## src/rtl/evt_irq_pkg.sv

```systemverilog
package evt_irq_pkg;

  localparam int ADDR_FLAGS = 0;
  localparam int ADDR_ENABLE = 1;
  localparam int ADDR_CONFIG = 2;
  localparam int CFG_W = 2;

  typedef enum logic [1:0] {
    SEL_FLAGS  = 2'd0,
    SEL_ENABLE = 2'd1,
    SEL_CONFIG = 2'd2,
    SEL_NONE   = 2'd3
  } rdSel_e;

  typedef struct packed {
    logic   clrFlags;
    logic   wrEnable;
    logic   wrConfig;
    rdSel_e rdSel;
  } ctlStrobe_t;

endpackage

```

## src/rtl/evt_irq_ctl.sv

```systemverilog
module evt_irq_ctl
  import evt_irq_pkg::*;
#(
  parameter int ADDR_W = 2
) (
  input  logic [ADDR_W-1:0] busAddr,
  input  logic              busWrEn,
  output ctlStrobe_t        strobe
);

  logic hitFlags;
  logic hitEnable;
  logic hitConfig;

  // Address decode: one hit line per implemented register
  assign hitFlags  = (busAddr == ADDR_W'(ADDR_FLAGS));
  assign hitEnable = (busAddr == ADDR_W'(ADDR_ENABLE));
  assign hitConfig = (busAddr == ADDR_W'(ADDR_CONFIG));

  always_comb begin
    strobe          = '0;
    strobe.clrFlags = busWrEn & hitFlags;
    strobe.wrEnable = busWrEn & hitEnable;
    strobe.wrConfig = busWrEn & hitConfig;
    if (hitFlags)       strobe.rdSel = SEL_FLAGS;
    else if (hitEnable) strobe.rdSel = SEL_ENABLE;
    else if (hitConfig) strobe.rdSel = SEL_CONFIG;
    else                strobe.rdSel = SEL_NONE;
  end

endmodule

```

## src/rtl/evt_irq_dp.sv

```systemverilog
module evt_irq_dp
  import evt_irq_pkg::*;
#(
  parameter int NUM_EVT = 8
) (
  input  logic               clk,
  input  logic               rstN,
  input  logic [NUM_EVT-1:0] evtIn,
  input  ctlStrobe_t         strobe,
  input  logic [NUM_EVT-1:0] wrData,
  output logic [NUM_EVT-1:0] flagsQ,
  output logic [NUM_EVT-1:0] enableQ,
  output logic               actHighQ,
  output logic               driveIdleQ,
  output logic [NUM_EVT-1:0] rdData,
  output logic               irqData,
  output logic               irqOe
);

  logic anyHit;

  // One sticky cell per event; a new event wins over a clear
  for (genvar i = 0; i < NUM_EVT; i++) begin : g_flag
    logic bitQ;
    always_ff @(posedge clk or negedge rstN) begin
      if (!rstN)                           bitQ <= 1'b0;
      else if (evtIn[i])                   bitQ <= 1'b1;
      else if (strobe.clrFlags && wrData[i]) bitQ <= 1'b0;
    end
    assign flagsQ[i] = bitQ;
  end

  always_ff @(posedge clk or negedge rstN) begin
    if (!rstN) begin
      enableQ <= '0;
    end else if (strobe.wrEnable) begin
      enableQ <= wrData;
    end
  end

  always_ff @(posedge clk or negedge rstN) begin
    if (!rstN) begin
      actHighQ   <= 1'b0;
      driveIdleQ <= 1'b0;
    end else if (strobe.wrConfig) begin
      actHighQ   <= wrData[0];
      driveIdleQ <= wrData[1];
    end
  end

  always_comb begin
    unique case (strobe.rdSel)
      SEL_FLAGS:  rdData = flagsQ;
      SEL_ENABLE: rdData = enableQ;
      SEL_CONFIG: rdData = NUM_EVT'({driveIdleQ, actHighQ});
      default:    rdData = '0;
    endcase
  end

  // Pin stage
  assign anyHit  = |(flagsQ & enableQ);
  assign irqOe   = anyHit | driveIdleQ;
  assign irqData = anyHit ? actHighQ : ~actHighQ;

endmodule

```

## src/rtl/evt_irq_ctrl.sv

```systemverilog
module evt_irq_ctrl
  import evt_irq_pkg::*;
#(
  parameter int NUM_EVT = 8,
  parameter int ADDR_W  = 2
) (
  input  logic               clk,
  input  logic               rstN,
  input  logic [NUM_EVT-1:0] evtIn,
  input  logic [ADDR_W-1:0]  busAddr,
  input  logic               busWrEn,
  input  logic [NUM_EVT-1:0] busWrData,
  output logic [NUM_EVT-1:0] busRdData,
  output logic               irqData,
  output logic               irqOe
);

  ctlStrobe_t         strobe;
  logic [NUM_EVT-1:0] flagsQ;
  logic [NUM_EVT-1:0] enableQ;
  logic               actHighQ;
  logic               driveIdleQ;

  evt_irq_ctl #(.ADDR_W(ADDR_W)) u_ctl (
    .busAddr (busAddr),
    .busWrEn (busWrEn),
    .strobe  (strobe)
  );

  evt_irq_dp #(.NUM_EVT(NUM_EVT)) u_dp (
    .clk        (clk),
    .rstN       (rstN),
    .evtIn      (evtIn),
    .strobe     (strobe),
    .wrData     (busWrData),
    .flagsQ     (flagsQ),
    .enableQ    (enableQ),
    .actHighQ   (actHighQ),
    .driveIdleQ (driveIdleQ),
    .rdData     (busRdData),
    .irqData    (irqData),
    .irqOe      (irqOe)
  );

endmodule

```

## config.mk

```make
export PLATFORM = sky130hd
export DESIGN_NAME = evt_irq_ctrl
export DESIGN_NICKNAME = d
export VERILOG_FILES = /design/src/rtl/evt_irq_pkg.sv /design/src/rtl/evt_irq_ctl.sv /design/src/rtl/evt_irq_dp.sv /design/src/rtl/evt_irq_ctrl.sv
export SDC_FILE = /design/constraint.sdc
export NUM_CORES = 1
export LEC_CHECK = 0
export CAP_MARGIN = 20
export CORE_UTILIZATION = 35
export CTS_CLUSTER_DIAMETER = 120
export CTS_CLUSTER_SIZE = 24
export DETAILED_ROUTE_END_ITERATION = 12
export PLACE_DENSITY = 0.65
export SLEW_MARGIN = 40
export SYNTH_ARGS = -nofsm -noshare
export SYNTH_HDL_FRONTEND = slang
export SYNTH_SLANG_ARGS = --single-unit
```

## constraint.sdc

```tcl
create_clock -name clk -period 1.9 [get_ports clk]
set_clock_uncertainty 0.1 [all_clocks]
set_input_delay 0.38 -clock clk [delete_from_list [all_inputs] [get_ports clk]]
set_output_delay 0.38 -clock clk [all_outputs]
set_load 0.05 [all_outputs]
```

==> flow_metrics.tcl, run 1 <==
set metrics [dict create \
    status "complete, but fails checks" \
    violations "negative setup slack" \
    rr_worst_depth 2 \
    ant_nets 0 \
    netlist_area_um2 903 \
    required_ps 1420 \
    yosysSeqAreaShare 0.499 \
    track_usage 0.168 \
    place_inst 140 \
    ys.warnings.count 0 \
    crit_type "reg -> out" \
    setup_slack_ps -264 \
    whs_ps 300 \
    period_share 1.14 \
    die_x_um 52.8 \
    dieArea_um2 2790 \
    cp.arrival_ps 1680 \
    nNetsFinal 138 \
    fin_util 0.600 \
    cts_tree "yes" \
    p_sw_frac 0.314 \
    total_leakage_power_uw 0.000617 \
    path_buf_inv 1 \
    netlist_instances 75 \
    via_count 732 \
    cts-root-buf "clkbuf_4" \
    gp_congestion 0.698 \
    cts_sinks 18 \
    nFillCells 205 \
    worst_skew_pair.late_latency_ps 290 \
    synth-seq-cells 18 \
    r2r_slack_ps 920 \
    cts_made_buffers 3 \
    grt_pass1_wl_um 3260 \
    worstSetupPathDepth 5 \
    p_sw_uw 350 \
    routed_wl_um 1970 \
    reg2reg_from "u_dp.enableQ[4]$_DFFE_PN0P_" \
    crit_path_end_kind "output pin" \
    drv_cap 0 \
    synth.distinct_cells 18 \
    setup_viol 2 \
    path_cells "a22o_1 > a221oi_2 > and3_4 > xor2_4 > buf_12" \
    die_y_um 52.8 \
    drv_slew 0 \
    drt_iter0_drc 4 \
    syn_nets 96 \
    cts.htree.levels 1 \
    num_rows 18 \
    hpwl_um 1490 \
    r2r-end "u_dp.enableQ[4]$_DFFE_PN0P_" \
    finalNonFillerCells 146 \
    first_global_vias 730 \
    peakVddDrop_uv 527 \
    clkPwrFrac 0.215 \
    start_kind "register" \
    hp-class "in -> async" \
    drc 0 \
    hold_viol 0 \
    cpLargestDelayFamily "compound AO/OA/AOI/OAI gates" \
    syn_to_final_growth_pct 63.0 \
    core_um2 2450 \
    power_density_nw_per_um2 758 \
    first_pass_iters 3 \
    fin_area_um2 1470 \
    critPathMaxFanout 2 \
    rsz0062_at_grt "true" \
    period_minus_slack_ps 2160 \
    relSlewSlack 0.844 \
    clock_path_buffers 2 \
    avgSynthCellArea_um2 12.0 \
    seq_power_share 0.421 \
    routedWlPerCell_um 13.5 \
    port_buffers 30 \
    dpl_cell_area_um2 1380 \
    drive_gt1_frac 0.405 \
    tightest_slew_ps 234 \
    start_util 0.368 \
    num_io_pins 31 \
    drt-vias-per-instance 5.01 \
    grt_max_degree 19 \
    grt_overflow 0 \
    cp_slowest_cell "dfrtp_1" \
    fmax_mhz 462 \
    max_stage_delay_ps 400 \
    path_clk_slew_ps 100 \
    antenna_found_initial 0 \
    share_comb_of_total_power 0.365 \
    p_int_uw 766 \
    n_antenna_cell 0 \
]
power by group through the flow:
stage	clock network [uW]	logic (uW)	registers (uW)
2_1_floorplan	0	202	468
3_3_place_gp	0	383	476
3_5_place_dp	0	388	478
4_1_cts	242	403	469
5_1_grt	272	431	476
6_report	240	407	470
through the flow:
step	power (uW)	setup slack, ps	TNS [ps]
6_report	1120	-264	-434
5_1_grt	1180	-345	-610
4_1_cts	1120	-279	-466
3_5_place_dp	866	-168	-1010
3_3_place_gp	859	-118	-827
2_1_floorplan	669	26.0	0
state kept, by name, summed over array words and instances, names as in the netlist:
register,flops
u_dp.actHighQ,1
u_dp.driveIdleQ,1
u_dp.enableQ,8
u_dp.g_flag.bitQ,8
how the worst max path moves through the flow:
stage                                            from      endpoint
after global routing      u_dp.enableQ[4]$_DFFE_PN0P_       irqData
final                     u_dp.enableQ[4]$_DFFE_PN0P_       irqData
after floorplan                            busAddr[0]  busRdData[0]
after CTS                 u_dp.enableQ[4]$_DFFE_PN0P_       irqData
after detailed placement                   busAddr[0]  busRdData[1]
after global placement                     busAddr[0]  busRdData[1]
area by class of cell:
class / count / area, um2 / share of cell area
multi-input combinational: 55 / 485 / 0.330
clock buffer: 4 / 36.3 / 0.0246
timing repair buffer: 39 / 463 / 0.314
tap: 30 / 37.5 / 0.0255
sequential: 18 / 450 / 0.306
synth_stat cells (all sizes together):
cell type / number / area, um2
dfrtp: 18 / 450
nand2: 11 / 41.3
mux2: 10 / 113
a21o: 8 / 60.1
mux2i: 8 / 80.1
nor2: 6 / 22.5
a22oi: 2 / 15.0
buf: 2 / 12.5
o21ai: 2 / 10.0
a221oi: 1 / 15.0
a22o: 1 / 8.76
and3: 1 / 7.51
nand2b: 1 / 6.26
nand3b: 1 / 20.0
nor2b: 1 / 6.26
nor3b: 1 / 18.8
xor2: 1 / 16.3
routing by layer:
metal  GRT usage  wire length [um]  vias to the layer above
li1            -                 -                      346
met1       0.214               888                      357
met2       0.266               940                       25
met3      0.0377               111                        4
met4      0.0789                29                        0
met5           0                 0                        -
kinds of logic after synthesis:
family	share of synthesized area
AOI/OAI and AO/OA	0.120
xor gates and xnor gates	0.0180
buffers and inverters	0.0138
DFF	0.499
muxes	0.213
and+or+nand+nor	0.136
layout by cell type (no fill, tap or decap):
cell             count
clkbuf_8             1
mux2i_1              8
xor2_4               1
buf_4                8
and3_4               1
clkbuf_4             3
clkdlybuf4s50_1     19
a221oi_2             1
mux2_2              10
a22o_1               1
nand3b_4             1
buf_6                2
nand2b_1             1
nor2b_4              1
nor3b_4              1
a22oi_1              2
clkdlybuf4s15_1      1
dfrtp_1             18
nor2_2               6
o21ai_2              2
a21o_1               8
buf_12               9
nand2_1             11
repair_timing:
| action | in CTS | in global routing |
|---|---|---|
| gates cloned | 0 | 0 |
| pin swaps | 2 | 1 |
| buffers inserted | 2 | 0 |
| gates resized for setup | 7 | 8 |
| hold endpoints to repair | 0 | 0 |
| setup endpoints to repair | 10 | 9 |
| hold buffers | 0 | 0 |
(Power assumes the default switching activity.)
==> run 2, diff against run 1 <==
--- a/config.mk
+++ b/config.mk
@@ -6,11 +6,11 @@
 export NUM_CORES = 1
 export LEC_CHECK = 0
 export CAP_MARGIN = 20
-export CORE_UTILIZATION = 35
+export CORE_UTILIZATION = 30
 export CTS_CLUSTER_DIAMETER = 120
 export CTS_CLUSTER_SIZE = 24
 export DETAILED_ROUTE_END_ITERATION = 12
-export PLACE_DENSITY = 0.65
+export PLACE_DENSITY = 0.58
 export SLEW_MARGIN = 40
 export SYNTH_ARGS = -nofsm -noshare
 export SYNTH_HDL_FRONTEND = slang
==> run 2 against run 1 <==
  * The run ends with design-rule violations, negative setup slack left
  * Sequential cell count unchanged
  * Via count stayed put
  * Worst hold slack better by 10 ps
  * Largest cell class is now non-clock buffers
  * Critical endpoint is now irqOe
  * Critical path depth up 1
  * Final cell count up 0.68%
==> flow_metrics.tcl, run 2 (same netlist as run 1, synthesis figures left out) <==
set metrics [dict create \
    status "complete, but fails checks" \
    violations "design-rule violations, negative setup slack" \
    layout_commonest_cell "clkdlybuf4s50_1" \
    syn_to_final_growth_pct 66.9 \
    path_clk_slew_ps 110 \
    period_minus_slack_ps 2170 \
    cts_made_buffers 3 \
    rsz0062_at_grt "true" \
    drive_gt1_frac 0.388 \
    die_y_um 56.9 \
    top_layer "met4" \
    crit_type "reg -> out" \
    p_sw_frac 0.310 \
    hpwl_um 1590 \
    met1Wirelength_um 911 \
    track_usage 0.151 \
    power_density_nw_per_um2 742 \
    n_antenna_cell 0 \
    nFillCells 266 \
    whs_ps 310 \
    seq_power_share 0.421 \
    routedWlPerCell_um 14.4 \
    grt_pass1_wl_um 3680 \
    p_sw_uw 346 \
    required_ps 1420 \
    setup_viol 2 \
    worst_skew_pair.late_latency_ps 290 \
    port_buffers 30 \
    nNetsFinal 138 \
    drv_cap 0 \
    dpl_cell_area_um2 1390 \
    rr_worst_depth 1 \
    drt-vias-per-instance 4.98 \
    ant_nets 0 \
    cts_sinks 18 \
    cts.htree.levels 1 \
    layout_common_cells "clkdlybuf4s50_1, dfrtp_1, nand2_1, mux2_2, buf_12" \
    met3_length_um 88 \
    hold_viol 0 \
    gp_congestion 0.741 \
    reg2reg_from "u_dp.actHighQ$_DFFE_PN0P_" \
    top_regs "u_dp.enableQ x8, u_dp.g_flag.bitQ x8" \
    ctsHoldBuffers 0 \
    total_leakage_power_uw 0.000641 \
    clkPwrFrac 0.211 \
    clock_path_buffers 2 \
    die_x_um 56.9 \
    tightest_slew_ps 215 \
    drt_iter0_drc 24 \
    via_count 732 \
    num_rows 19 \
    setup_slack_ps -275 \
    fin_area_um2 1510 \
    grt_max_degree 19 \
    r2r_slack_ps 940 \
    share_comb_of_total_power 0.368 \
    hp-class "in -> async" \
    drc 8 \
    routed_wl_um 2120 \
    critPathMaxFanout 2 \
    period_share 1.14 \
    fin_util 0.537 \
    wl_met2_um 1100 \
    drv_slew 0 \
    start_kind "register" \
    cts_tree "yes" \
    core_um2 2810 \
    grt_overflow 0 \
    power_uw 1120 \
    start_util 0.322 \
    antenna_found_initial 0 \
    num_io_pins 31 \
    place_inst 140 \
    crit_path_end_kind "output pin" \
    first_global_vias 774 \
    r2r-end "u_dp.actHighQ$_DFFE_PN0P_" \
    worstSetupStartpoint "u_dp.g_flag[4].bitQ$_DFFE_PN0P_" \
    dieArea_um2 3230 \
    p_int_uw 772 \
    finalNonFillerCells 147 \
    relSlewSlack 0.853 \
    cts-root-buf "clkbuf_4" \
    fmax_mhz 460 \
    first_pass_iters 9 \
    cp.arrival_ps 1690 \
    peakVddDrop_uv 306 \
]
run 2: final cells by class:
type / count / area, um2 / area share
multi-input cells: 55 / 485 / 0.322
well taps: 31 / 38.8 / 0.0257
flip-flops and latches: 18 / 450 / 0.299
clock buffers: 4 / 36.3 / 0.0241
repair buffers: 39 / 497 / 0.329
run 2: worst max path at each step:
stage,to,depth (start not counted)
5_1_grt,irqOe,6
2_1_floorplan,busRdData[0],3
6_report,irqOe,6
3_5_place_dp,busRdData[1],6
3_3_place_gp,busRdData[0],6
4_1_cts,irqData,5
run 2: repair_timing:
item / 4_1_cts / 5_1_grt
buffers inserted: 1 / 1
gates resized for setup: 6 / 6
pin swaps: 0 / 1
endpoints found under the setup margin: 10 / 8
gates cloned: 1 / 0
run 2: routing by layer:
layer,up-vias,track usage
met4,0,0.0627
met1,361,0.185
met2,20,0.264
met5,-,0
met3,2,0.0207
li1,349,-
run 2: metrics by stage:
step / setup TNS (ps) / setup slack [ps]
3_3_place_gp: -668 / -130
3_5_place_dp: -687 / -159
5_1_grt: -708 / -355
4_1_cts: -469 / -285
6_report: -548 / -275
2_1_floorplan: 0 / 26.0
run 2: critical path: stages (launching register included):
cell and delay, ps:
dfrtp_1 400, a22o_1 250, a221oi_2 180, and3_4 250, buf_4 130, nand2b_4 50, buf_6 150
run 2: power groups by stage:
stage               Sequential (uW)  Clock, uW  Combinational (uW)
global route                    479        264                 435
detailed placement              478          0                 390
finish                          470        236                 412
floorplan                       468          0                 202
CTS                             470        248                 407
global placement                476          0                 385
